===== config.mk =====
export PLATFORM = sky130hd
export DESIGN_NAME = xpt_cfg_ctrl
export DESIGN_NICKNAME = d
export VERILOG_FILES = /design/src/rtl/xpt_pkg.sv /design/src/rtl/xpt_ctrl.sv /design/src/rtl/xpt_datapath.sv /design/src/rtl/xpt_cfg_ctrl.sv
export SDC_FILE = /design/constraint.sdc
export NUM_CORES = 2
export LEC_CHECK = 0
export BUFFER_PORTS_ARGS = -buffer_cell sky130_fd_sc_hd__buf_2
export CELL_PAD_IN_SITES_DETAIL_PLACEMENT = 0
export CELL_PAD_IN_SITES_GLOBAL_PLACEMENT = 1
export CORE_MARGIN = 5
export CORE_UTILIZATION = 25
export DETAILED_ROUTE_END_ITERATION = 8
export GPL_TIMING_DRIVEN = 0
export PLACE_DENSITY = 0.56
export SETUP_SLACK_MARGIN = 0.4
export SLEW_MARGIN = 40
export SYNTH_ARGS = -nofsm -noshare
export SYNTH_HDL_FRONTEND = slang
export SYNTH_HIERARCHICAL = 1
export SYNTH_SLANG_ARGS = --single-unit

===== constraint.sdc =====
create_clock -name clk -period 3.3 [get_ports clk]
set_clock_uncertainty 0.2 [all_clocks]
set_input_delay 0.165 -clock clk [delete_from_list [all_inputs] [get_ports clk]]
set_output_delay 0.165 -clock clk [all_outputs]
set_load 0.02 [all_outputs]

===== src/rtl/xpt_pkg.sv =====
package xpt_pkg;
  localparam int SEL_W = 7;

  typedef enum logic [2:0] {
    OP_WR_NOW   = 3'd0,
    OP_WR_STAGE = 3'd1,
    OP_COMMIT   = 3'd2,
    OP_BURST    = 3'd3,
    OP_SET_MON  = 3'd4
  } op_e;

  typedef struct packed {
    logic             initLoad;
    logic             wrActive;
    logic             wrPending;
    logic             commit;
    logic             setMon;
    logic             burstWr;
    logic [SEL_W-1:0] burstGrp;
    logic [SEL_W-1:0] addrOut;
    logic [SEL_W-1:0] addrIn;
  } strobe_t;
endpackage


===== src/rtl/xpt_ctrl.sv =====
module xpt_ctrl
  import xpt_pkg::*;
#(
  parameter int NUM_OUT      = 68,
  parameter int NUM_IN       = 68,
  parameter int BURST_CYCLES = 4
) (
  input  logic             clk,
  input  logic             rstN,
  input  logic             initN,
  input  logic             cmdValid,
  output logic             cmdReady,
  input  logic [2:0]       cmdOp,
  input  logic [SEL_W-1:0] cmdOut,
  input  logic [SEL_W-1:0] cmdIn,
  output strobe_t          stb
);
  localparam int GRP_W = (BURST_CYCLES > 1) ? $clog2(BURST_CYCLES) : 1;
  localparam logic [GRP_W-1:0] LAST_GRP = GRP_W'(BURST_CYCLES - 1);
  localparam logic [SEL_W-1:0] DIS_CODE = {SEL_W{1'b1}};

  logic             busy;
  logic [GRP_W-1:0] grp;
  logic [SEL_W-1:0] burstIn;
  logic             accept;
  logic             inOk;
  logic             outOk;
  logic             monOk;

  assign cmdReady = !busy;
  assign accept   = cmdValid && cmdReady && initN;
  assign monOk    = int'(cmdIn) < NUM_IN;
  assign inOk     = monOk || (cmdIn == DIS_CODE);
  assign outOk    = int'(cmdOut) < NUM_OUT;

  always_ff @(posedge clk or negedge rstN) begin
    if (!rstN) begin
      busy    <= 1'b0;
      grp     <= '0;
      burstIn <= '0;
    end else if (!initN) begin
      busy <= 1'b0;
      grp  <= '0;
    end else if (busy) begin
      if (grp == LAST_GRP) begin
        busy <= 1'b0;
        grp  <= '0;
      end else begin
        grp <= grp + 1'b1;
      end
    end else if (accept && (op_e'(cmdOp) == OP_BURST) && inOk) begin
      busy    <= 1'b1;
      grp     <= '0;
      burstIn <= cmdIn;
    end
  end

  always_comb begin
    stb          = '0;
    stb.initLoad = !initN;
    stb.addrOut  = cmdOut;
    stb.addrIn   = busy ? burstIn : cmdIn;
    stb.burstWr  = busy && initN;
    stb.burstGrp = SEL_W'(grp);
    if (accept) begin
      case (op_e'(cmdOp))
        OP_WR_NOW:   stb.wrActive  = inOk && outOk;
        OP_WR_STAGE: stb.wrPending = inOk && outOk;
        OP_COMMIT:   stb.commit    = 1'b1;
        OP_SET_MON:  stb.setMon    = monOk;
        default: ;
      endcase
    end
  end
endmodule


===== src/rtl/xpt_datapath.sv =====
module xpt_datapath
  import xpt_pkg::*;
#(
  parameter int NUM_OUT      = 68,
  parameter int BURST_CYCLES = 4
) (
  input  logic                     clk,
  input  logic                     rstN,
  input  strobe_t                  stb,
  output logic [NUM_OUT*SEL_W-1:0] outSel,
  output logic [NUM_OUT-1:0]       outEnable,
  output logic [SEL_W-1:0]         monSel
);
  localparam int PER_GRP = (NUM_OUT + BURST_CYCLES - 1) / BURST_CYCLES;
  localparam logic [SEL_W-1:0] DIS_CODE = {SEL_W{1'b1}};

  for (genvar o = 0; o < NUM_OUT; o++) begin : g_out
    localparam logic [SEL_W-1:0] MY_ADDR = SEL_W'(o);
    localparam logic [SEL_W-1:0] MY_GRP  = SEL_W'(o / PER_GRP);
    logic [SEL_W-1:0] activeSel;
    logic [SEL_W-1:0] pendSel;
    logic             pendVld;

    always_ff @(posedge clk or negedge rstN) begin
      if (!rstN) begin
        activeSel <= MY_ADDR;
        pendSel   <= '0;
        pendVld   <= 1'b0;
      end else if (stb.initLoad) begin
        activeSel <= MY_ADDR;
        pendVld   <= 1'b0;
      end else begin
        if (stb.burstWr && (stb.burstGrp == MY_GRP)) activeSel <= stb.addrIn;
        if (stb.commit && pendVld) begin
          activeSel <= pendSel;
          pendVld   <= 1'b0;
        end
        if (stb.wrActive && (stb.addrOut == MY_ADDR)) activeSel <= stb.addrIn;
        if (stb.wrPending && (stb.addrOut == MY_ADDR)) begin
          pendSel <= stb.addrIn;
          pendVld <= 1'b1;
        end
      end
    end

    assign outSel[o*SEL_W +: SEL_W] = activeSel;
    assign outEnable[o]             = (activeSel != DIS_CODE);
  end

  always_ff @(posedge clk or negedge rstN) begin
    if (!rstN)             monSel <= '0;
    else if (stb.initLoad) monSel <= '0;
    else if (stb.setMon)   monSel <= stb.addrIn;
  end
endmodule


===== src/rtl/xpt_cfg_ctrl.sv =====
module xpt_cfg_ctrl
  import xpt_pkg::*;
#(
  parameter int NUM_OUT      = 68,
  parameter int NUM_IN       = 68,
  parameter int BURST_CYCLES = 4
) (
  input  logic                     clk,
  input  logic                     rstN,
  input  logic                     initN,
  input  logic                     cmdValid,
  output logic                     cmdReady,
  input  logic [2:0]               cmdOp,
  input  logic [SEL_W-1:0]         cmdOut,
  input  logic [SEL_W-1:0]         cmdIn,
  output logic [NUM_OUT*SEL_W-1:0] outSel,
  output logic [NUM_OUT-1:0]       outEnable,
  output logic [SEL_W-1:0]         monSel
);
  strobe_t stb;

  xpt_ctrl #(
    .NUM_OUT(NUM_OUT), .NUM_IN(NUM_IN), .BURST_CYCLES(BURST_CYCLES)
  ) u_ctrl (
    .clk(clk), .rstN(rstN), .initN(initN), .cmdValid(cmdValid),
    .cmdReady(cmdReady), .cmdOp(cmdOp), .cmdOut(cmdOut), .cmdIn(cmdIn),
    .stb(stb)
  );

  xpt_datapath #(
    .NUM_OUT(NUM_OUT), .BURST_CYCLES(BURST_CYCLES)
  ) u_dp (
    .clk(clk), .rstN(rstN), .stb(stb), .outSel(outSel),
    .outEnable(outEnable), .monSel(monSel)
  );
endmodule


### After elaboration in Yosys (flattened, before gate mapping)

Index checks and enable logic that the tools add are counted.

* register bits after elaboration: 1037
* output and inout port bits: 552
* logic and storage cells: 1209

* $add $sub $neg: 1
* $lt $le $gt $ge: 2
* equality and inequality tests: 281
* multiplexer cells: 428
* bitwise operators: 1
* reductions and logical operators: 288

Operator list (count)
* $mux W7: 211
* $ne A7 B7 Y1 const B: 68
* $ne A4 B1 Y1 const B: 68
* $eq A7 B6 Y1 const B: 32
* $logic_and A1 B1 Y1: 214
* $mux W1: 212
* $ne A3 B1 Y1 const B: 69
* $reduce_and A2 Y1: 68
* $eq A7 B5 Y1 const B: 16
* $eq A7 B4 Y1 const B: 8
* $eq A7 B7 Y1 const B: 5
* $eq A7 B3 Y1 const B: 4
* $eq A7 B2 Y1 const B: 2
* $logic_not A7 Y1: 2
* $lt A7 B7 Y1 const B: 2
* $mux W2: 4
* $eq A7 B1 Y1 const B: 1
* $eq A3 B2 Y1 const B: 2
* $eq A2 B2 Y1 const B: 2
* $mux W4: 1
* $eq A3 B1 Y1 const B: 1
* $eq A3 B3 Y1 const B: 1
* $logic_not A3 Y1: 1
* $reduce_and A3 Y1: 1
* 6 further kinds: 6

### Logic depth before layout (Yosys ltp)

* depth after elaboration: 9
* depth in mapped cells: 12
* gate-level depth less buffers: 8

### Modules after synthesis

The synthesis kept the hierarchy.

Modules (own cells, without submodules)
* xpt_datapath: instances 1, cells each 4195, area an instance 49160.9 µm², sequential area each 25949.9 µm²
* xpt_ctrl: instances 1, cells each 67, area an instance 700.7 µm², sequential area each 250.2 µm²

### Least setup slack after synthesis

Ideal clock, no wire load.

* path type: input to register
* from: in cmdIn[3]
* to: reg u_dp.g_out[11].activeSel[2]
* library setup time: 126 ps
* arrival: 2782 ps
* data required time: 2974 ps
* slack: 192 ps
* cell stages on the path: 10
* cells stage by stage: or4_1 > o211ai_2 > nand2_1 > nor3b_1 > clkbuf_1 > or4b_1 > clkbuf_1 > nor2_1 > nor3_1 > a221o_1

RTL lines
* start, declared: RTL line xpt_cfg_ctrl.sv:15 `input logic [SEL_W-1:0] cmdIn,`
* end signal, assigned: RTL line xpt_datapath.sv:33 `if (stb.burstWr && (stb.burstGrp == MY_GRP)) activeSel <= stb.addrIn;`
* end signal, assigned: RTL line xpt_datapath.sv:35 `activeSel <= pendSel;`
* end signal, assigned: RTL line xpt_datapath.sv:38 `if (stb.wrActive && (stb.addrOut == MY_ADDR)) activeSel <= stb.addrIn;`
* end, declared: RTL line xpt_datapath.sv:20 `logic [SEL_W-1:0] activeSel;`

==> results.md <==
- The flow ran to the end, and the final reports show no timing, DRC or antenna violations.
- Before antenna repair, the detailed router went through 6 iterations.
- The maximum ir drop on the vdd rail is 0.4125 mV.
- The number of antenna violations at the first check in global routing came to 20.
- The average detailed-routed wire length per instance is 36.97 um.
- The total number of vias is 45720.
- The share of the cycle needed by the critical path after routing is 91.24%.
- Dividing total power by cell area gives a power density of 420.1 nW/um2.
- The worst hold path begins at cmdOut[3].
- The startpoint-to-endpoint class of the critical path is reg2reg.
- At the end of routability-driven placement, the weighted congestion stood at 0.9415.
- For this run, the leading register cell type out of synthesis is dfrtp_1.
- The synthesized-area fraction occupied by xor and xnor cells is 0%.
- The detailed router finished its first iteration with 5111 violations.
- The endpoint required time on the critical path is 3.72 ns.
- The antenna violation net count after detailed routing is 0.
- After synthesis, the netlist uses 71 different library cells.
- The global-route usage over all layers is 26.70%.
- Summing every instance area after synthesis gives 49860 um2.
- The vertical die dimension is 456.6 um.
- The delay of the slowest cell on the worst path is 0.50 ns.
- The cell chosen for the clock root is clkbuf_16.
- The launch point of the worst reg-to-reg path is u_ctrl/busy$_DFF_PN0_.
- The total congestion overflow is 0.
- By area, the combinational part of the netlist is dominated by compound AO/OA/AOI/OAI gates.
- Entering global routing, the biggest net connects 102 pins.
- The layout cell share with drive strength beyond 1 is 47.92%.
- The slowest cell on the critical path is or4b_4.
- The first-pass GRT wire length is 388900 um.
- The share of synthesized area occupied by flip-flops and latches is 52.55%.
- The simple-gate portion of the synthesized area is 12.04%.
- The synthesized-area fraction occupied by adder cells is 0.02509%.
- The per-cell via count in the routed design is 5.753.
- In this run the worst hold path is classified as in2reg.
- The number of hold-slack violations in the final timing report is 0.
- The transition at the pin with the smallest max-transition slack is 1.093 ns.
- For this design the top-level I/O count stands at 573.
- After floorplanning, the core was divided into 164 placement rows.
- The gate count after technology mapping is 4262.
- STA classifies the critical path startpoint as a flop.
- The number of port buffers is 570.
- A synthesized cell averages 11.70 um2.
- The depth of the CTS H-tree is 3.
- Measured against its own limit, the worst slew margin works out to 27.14%.
- The worst hold margin is 0.01027 ns.
- The final max-slew violation count came to 0.
- The area of all placed cells without fillers is 67210 um2.
- Setup repair after global routing could not meet its margin everywhere.
- The dominant delay contributor by cell family on the critical path is simple AND/OR/NAND/NOR gates.
- The TritonCTS sink count is 1037.
- The x dimension of the die is 456.6 um.
- The total of max-cap violations is 0.
- Counting the fill cells in the layout gives 20120.
- The number of synthesis warnings is 6.
- After legalization and detailed placement, the total HPWL measured 209900 um.
- The number of synthesized flops with an enable pin is 0.
- TritonCTS created 118 clock buffers.
- The TritonCTS clock tree is yes.
- The final critical delay including setup and external delays is 3.011 ns.
- The area of the core region is 199000 um2.
- The critical path goes through and4bb_4 > nor3b_4 > buf_6 > buf_8 > or4b_4 > clkbuf_16 > buf_12 > nor2_4 > buf_12 > a21oi_1 > a221o_1.
- The DRC violation count after routing is 0.
- The longest clock path from root to sink contains 3 buffers.
- The number of buffers and inverters on the critical path is 5.
- Along the worst path, the maximum fanout reaches 9.
- The number of nets at the end of the flow is 5191.
- The maximum frequency from static timing analysis is 332.1 MHz.
- The effective utilization at floorplan is 25.05%.
- The die covers 208500 um2.
- The clock insertion delay at the later pin of the skew report is 0.78 ns.
- Setup violations remaining at the end of the flow were counted as 0.
- The static leakage is 31.76 nW.
- In the synthesized netlist, mux cells make up 14.82% of the area.
- The source of the critical timing path is u_ctrl/busy$_DFF_PN0_.
- The share of the synthesized area in compound gates (AO/OA/AOI/OAI) is 17.21%.
- In the synthesized netlist the async set-or-reset flop fraction comes to 100.0%.
- Counting flops and latches in the post-synthesis netlist gives 1037.
- After clock tree synthesis, the clock-pin slew on the worst setup and hold paths is 0.06 ns.
- For the worst setup path, the data arrival time is 3.43 ns.
- The area growth from synthesis to layout is 34.79%.
- The number of global-route vias before repair is 44190.
- The detailed-route wire length is 293700 um.
- In this design, the critical path's most frequently occurring cell is buf_12.
- STA classifies the critical path endpoint as a flop.
- Once placement finished, the instance area stood at 57810 um2.
cell usage after synthesis, types with 10 or more instances:
cell / instances / share of area, %
a221oi_1: 22 / 0.39
or3_1: 23 / 0.29
buf_2: 41 / 0.41
o2111ai_1: 87 / 1.5
and2_1: 49 / 0.61
nor2_1: 160 / 1.2
nand2_1: 289 / 2.2
a211oi_1: 74 / 1.1
and4_1: 70 / 1.2
nand3_1: 152 / 1.5
o22ai_1: 11 / 0.14
a221o_1: 271 / 5.4
clkbuf_1: 276 / 2.1
buf_1: 40 / 0.30
nor2_4: 10 / 0.23
a32oi_1: 53 / 0.93
mux2_2: 489 / 11
nand3b_1: 53 / 0.80
o221a_2: 172 / 3.9
buf_4: 15 / 0.23
mux2i_1: 188 / 3.8
a21o_1: 24 / 0.36
inv_1: 44 / 0.33
o21ai_0: 121 / 1.2
dfstp_2: 200 / 11
dfrtp_1: 837 / 42
and3_1: 52 / 0.65
nand4_1: 71 / 0.89
a21oi_1: 174 / 1.7
nor3_1: 57 / 0.57
nor2_2: 13 / 0.16
cells by family after synthesis:
logic type,Yosys count
simple gates,1091
fa+ha+maj,1
compound gates,1038
flops,1037
other cells,1
mux,677
buf+inv,417
sequential cells by signal, summed over array words and instances (netlist names):
name / flops
u_dp/g_out.activeSel: 476
u_dp/g_out.pendSel: 476
u_dp/g_out.pendVld: 68
u_ctrl/burstIn: 7
u_dp/monSel: 7
u_ctrl/grp: 2
u_ctrl/busy: 1
layer usage:
layer	part of all wire [%]	GRT usage [%]
met1	38	33.12
met3	8.9	5.918
met4	8.5	18.39
met2	44	41.38
met5	0.0075	0
repair_timing:
action                     in CTS  in global routing
gates cloned                    9                  7
pin swaps                      52                 73
setup endpoints to repair    1020                950
hold endpoints to repair      363                  0
setup buffers                  51                 59
gates resized for setup       580                399
hold buffers                   31                  0
per-stage QoR:
step	utilization, %	setup WS, ns	TNS, ns	cells	power, W
global placement	28.18	-21.77	-	7492	0.01464
floorplan	-	0.3993	0	4266	0.01349
global route	33.75	0.2288	0	7933	0.02890
detailed placement	29.05	-1.563	-960.94	7551	0.01484
finish	33.77	0.2892	0	7946	0.02824
CTS	32.62	0.2576	0	7865	0.02827
cell type report:
type,instances,area (um2),share of cell area [%]
tap,2656,3323,4.945
inverter,45,168.9,0.2513
timing repair buffer,785,6294,9.364
clock inverter,32,327.8,0.4877
buffer,369,2838,4.222
multi-input combinational,2813,24510,36.47
antenna,15,37.54,0.05585
clock buffer,194,3508,5.220
sequential,1037,26200,38.98
power breakdown:
group,total [W],switching (W),internal (W)
Combinational,0.00219,0.00167,0.000521
Sequential,0.0128,0.0000192,0.0128
Clock,0.0133,0.00572,0.00755
worst register-to-register path: cells and delay by family (launching register included):
family	cells	cell delay, ns
compound gates	2	0.40
buf+inv	5	0.80
simple gates	4	1.12
flops	1	0.37
cell usage in the layout (no fill, tap or decap), types with 39 or more instances in the layout:
cell type / count
buf_2: 607
mux2i_1: 188
nor2_4: 61
and2_1: 45
clkbuf_8: 56
o21ai_1: 43
a211oi_1: 40
nand3b_1: 53
dfrtp_1: 837
a221o_1: 271
nand3_1: 145
mux2_4: 59
a21oi_1: 151
and4_1: 70
a32oi_1: 53
o2111ai_1: 58
nor2_1: 108
nand2_2: 66
nand4_1: 71
clkbuf_4: 39
clkbuf_2: 112
buf_16: 52
buf_4: 113
dfstp_2: 200
clkbuf_1: 97
nand2_4: 43
o221a_2: 169
o21ai_0: 67
clkbuf_16: 142
inv_1: 43
nand2_1: 174
mux2_2: 430
buf_12: 46
nor3_1: 43
worst paths after layout:
check	to	slack (ns)	cells after the start
setup / recovery	u_dp/g_out[11].activeSel[5]$_DFFE_PN0P_	0.29	11
min in group asynchronous	u_dp/g_out[12].activeSel[6]$_DFFE_PN0P_	0.49	9
hold reg to reg	u_dp/g_out[66].activeSel[5]$_DFFE_PN0P_	0.30	1
hold / removal	u_dp/g_out[32].activeSel[5]$_DFFE_PN1P_	0.01	6
setup reg to reg	u_dp/g_out[11].activeSel[5]$_DFFE_PN0P_	0.29	11
max in group asynchronous	u_dp/g_out[45].activeSel[5]$_DFFE_PN1P_	0.68	13
(Power assumes the default switching activity.)
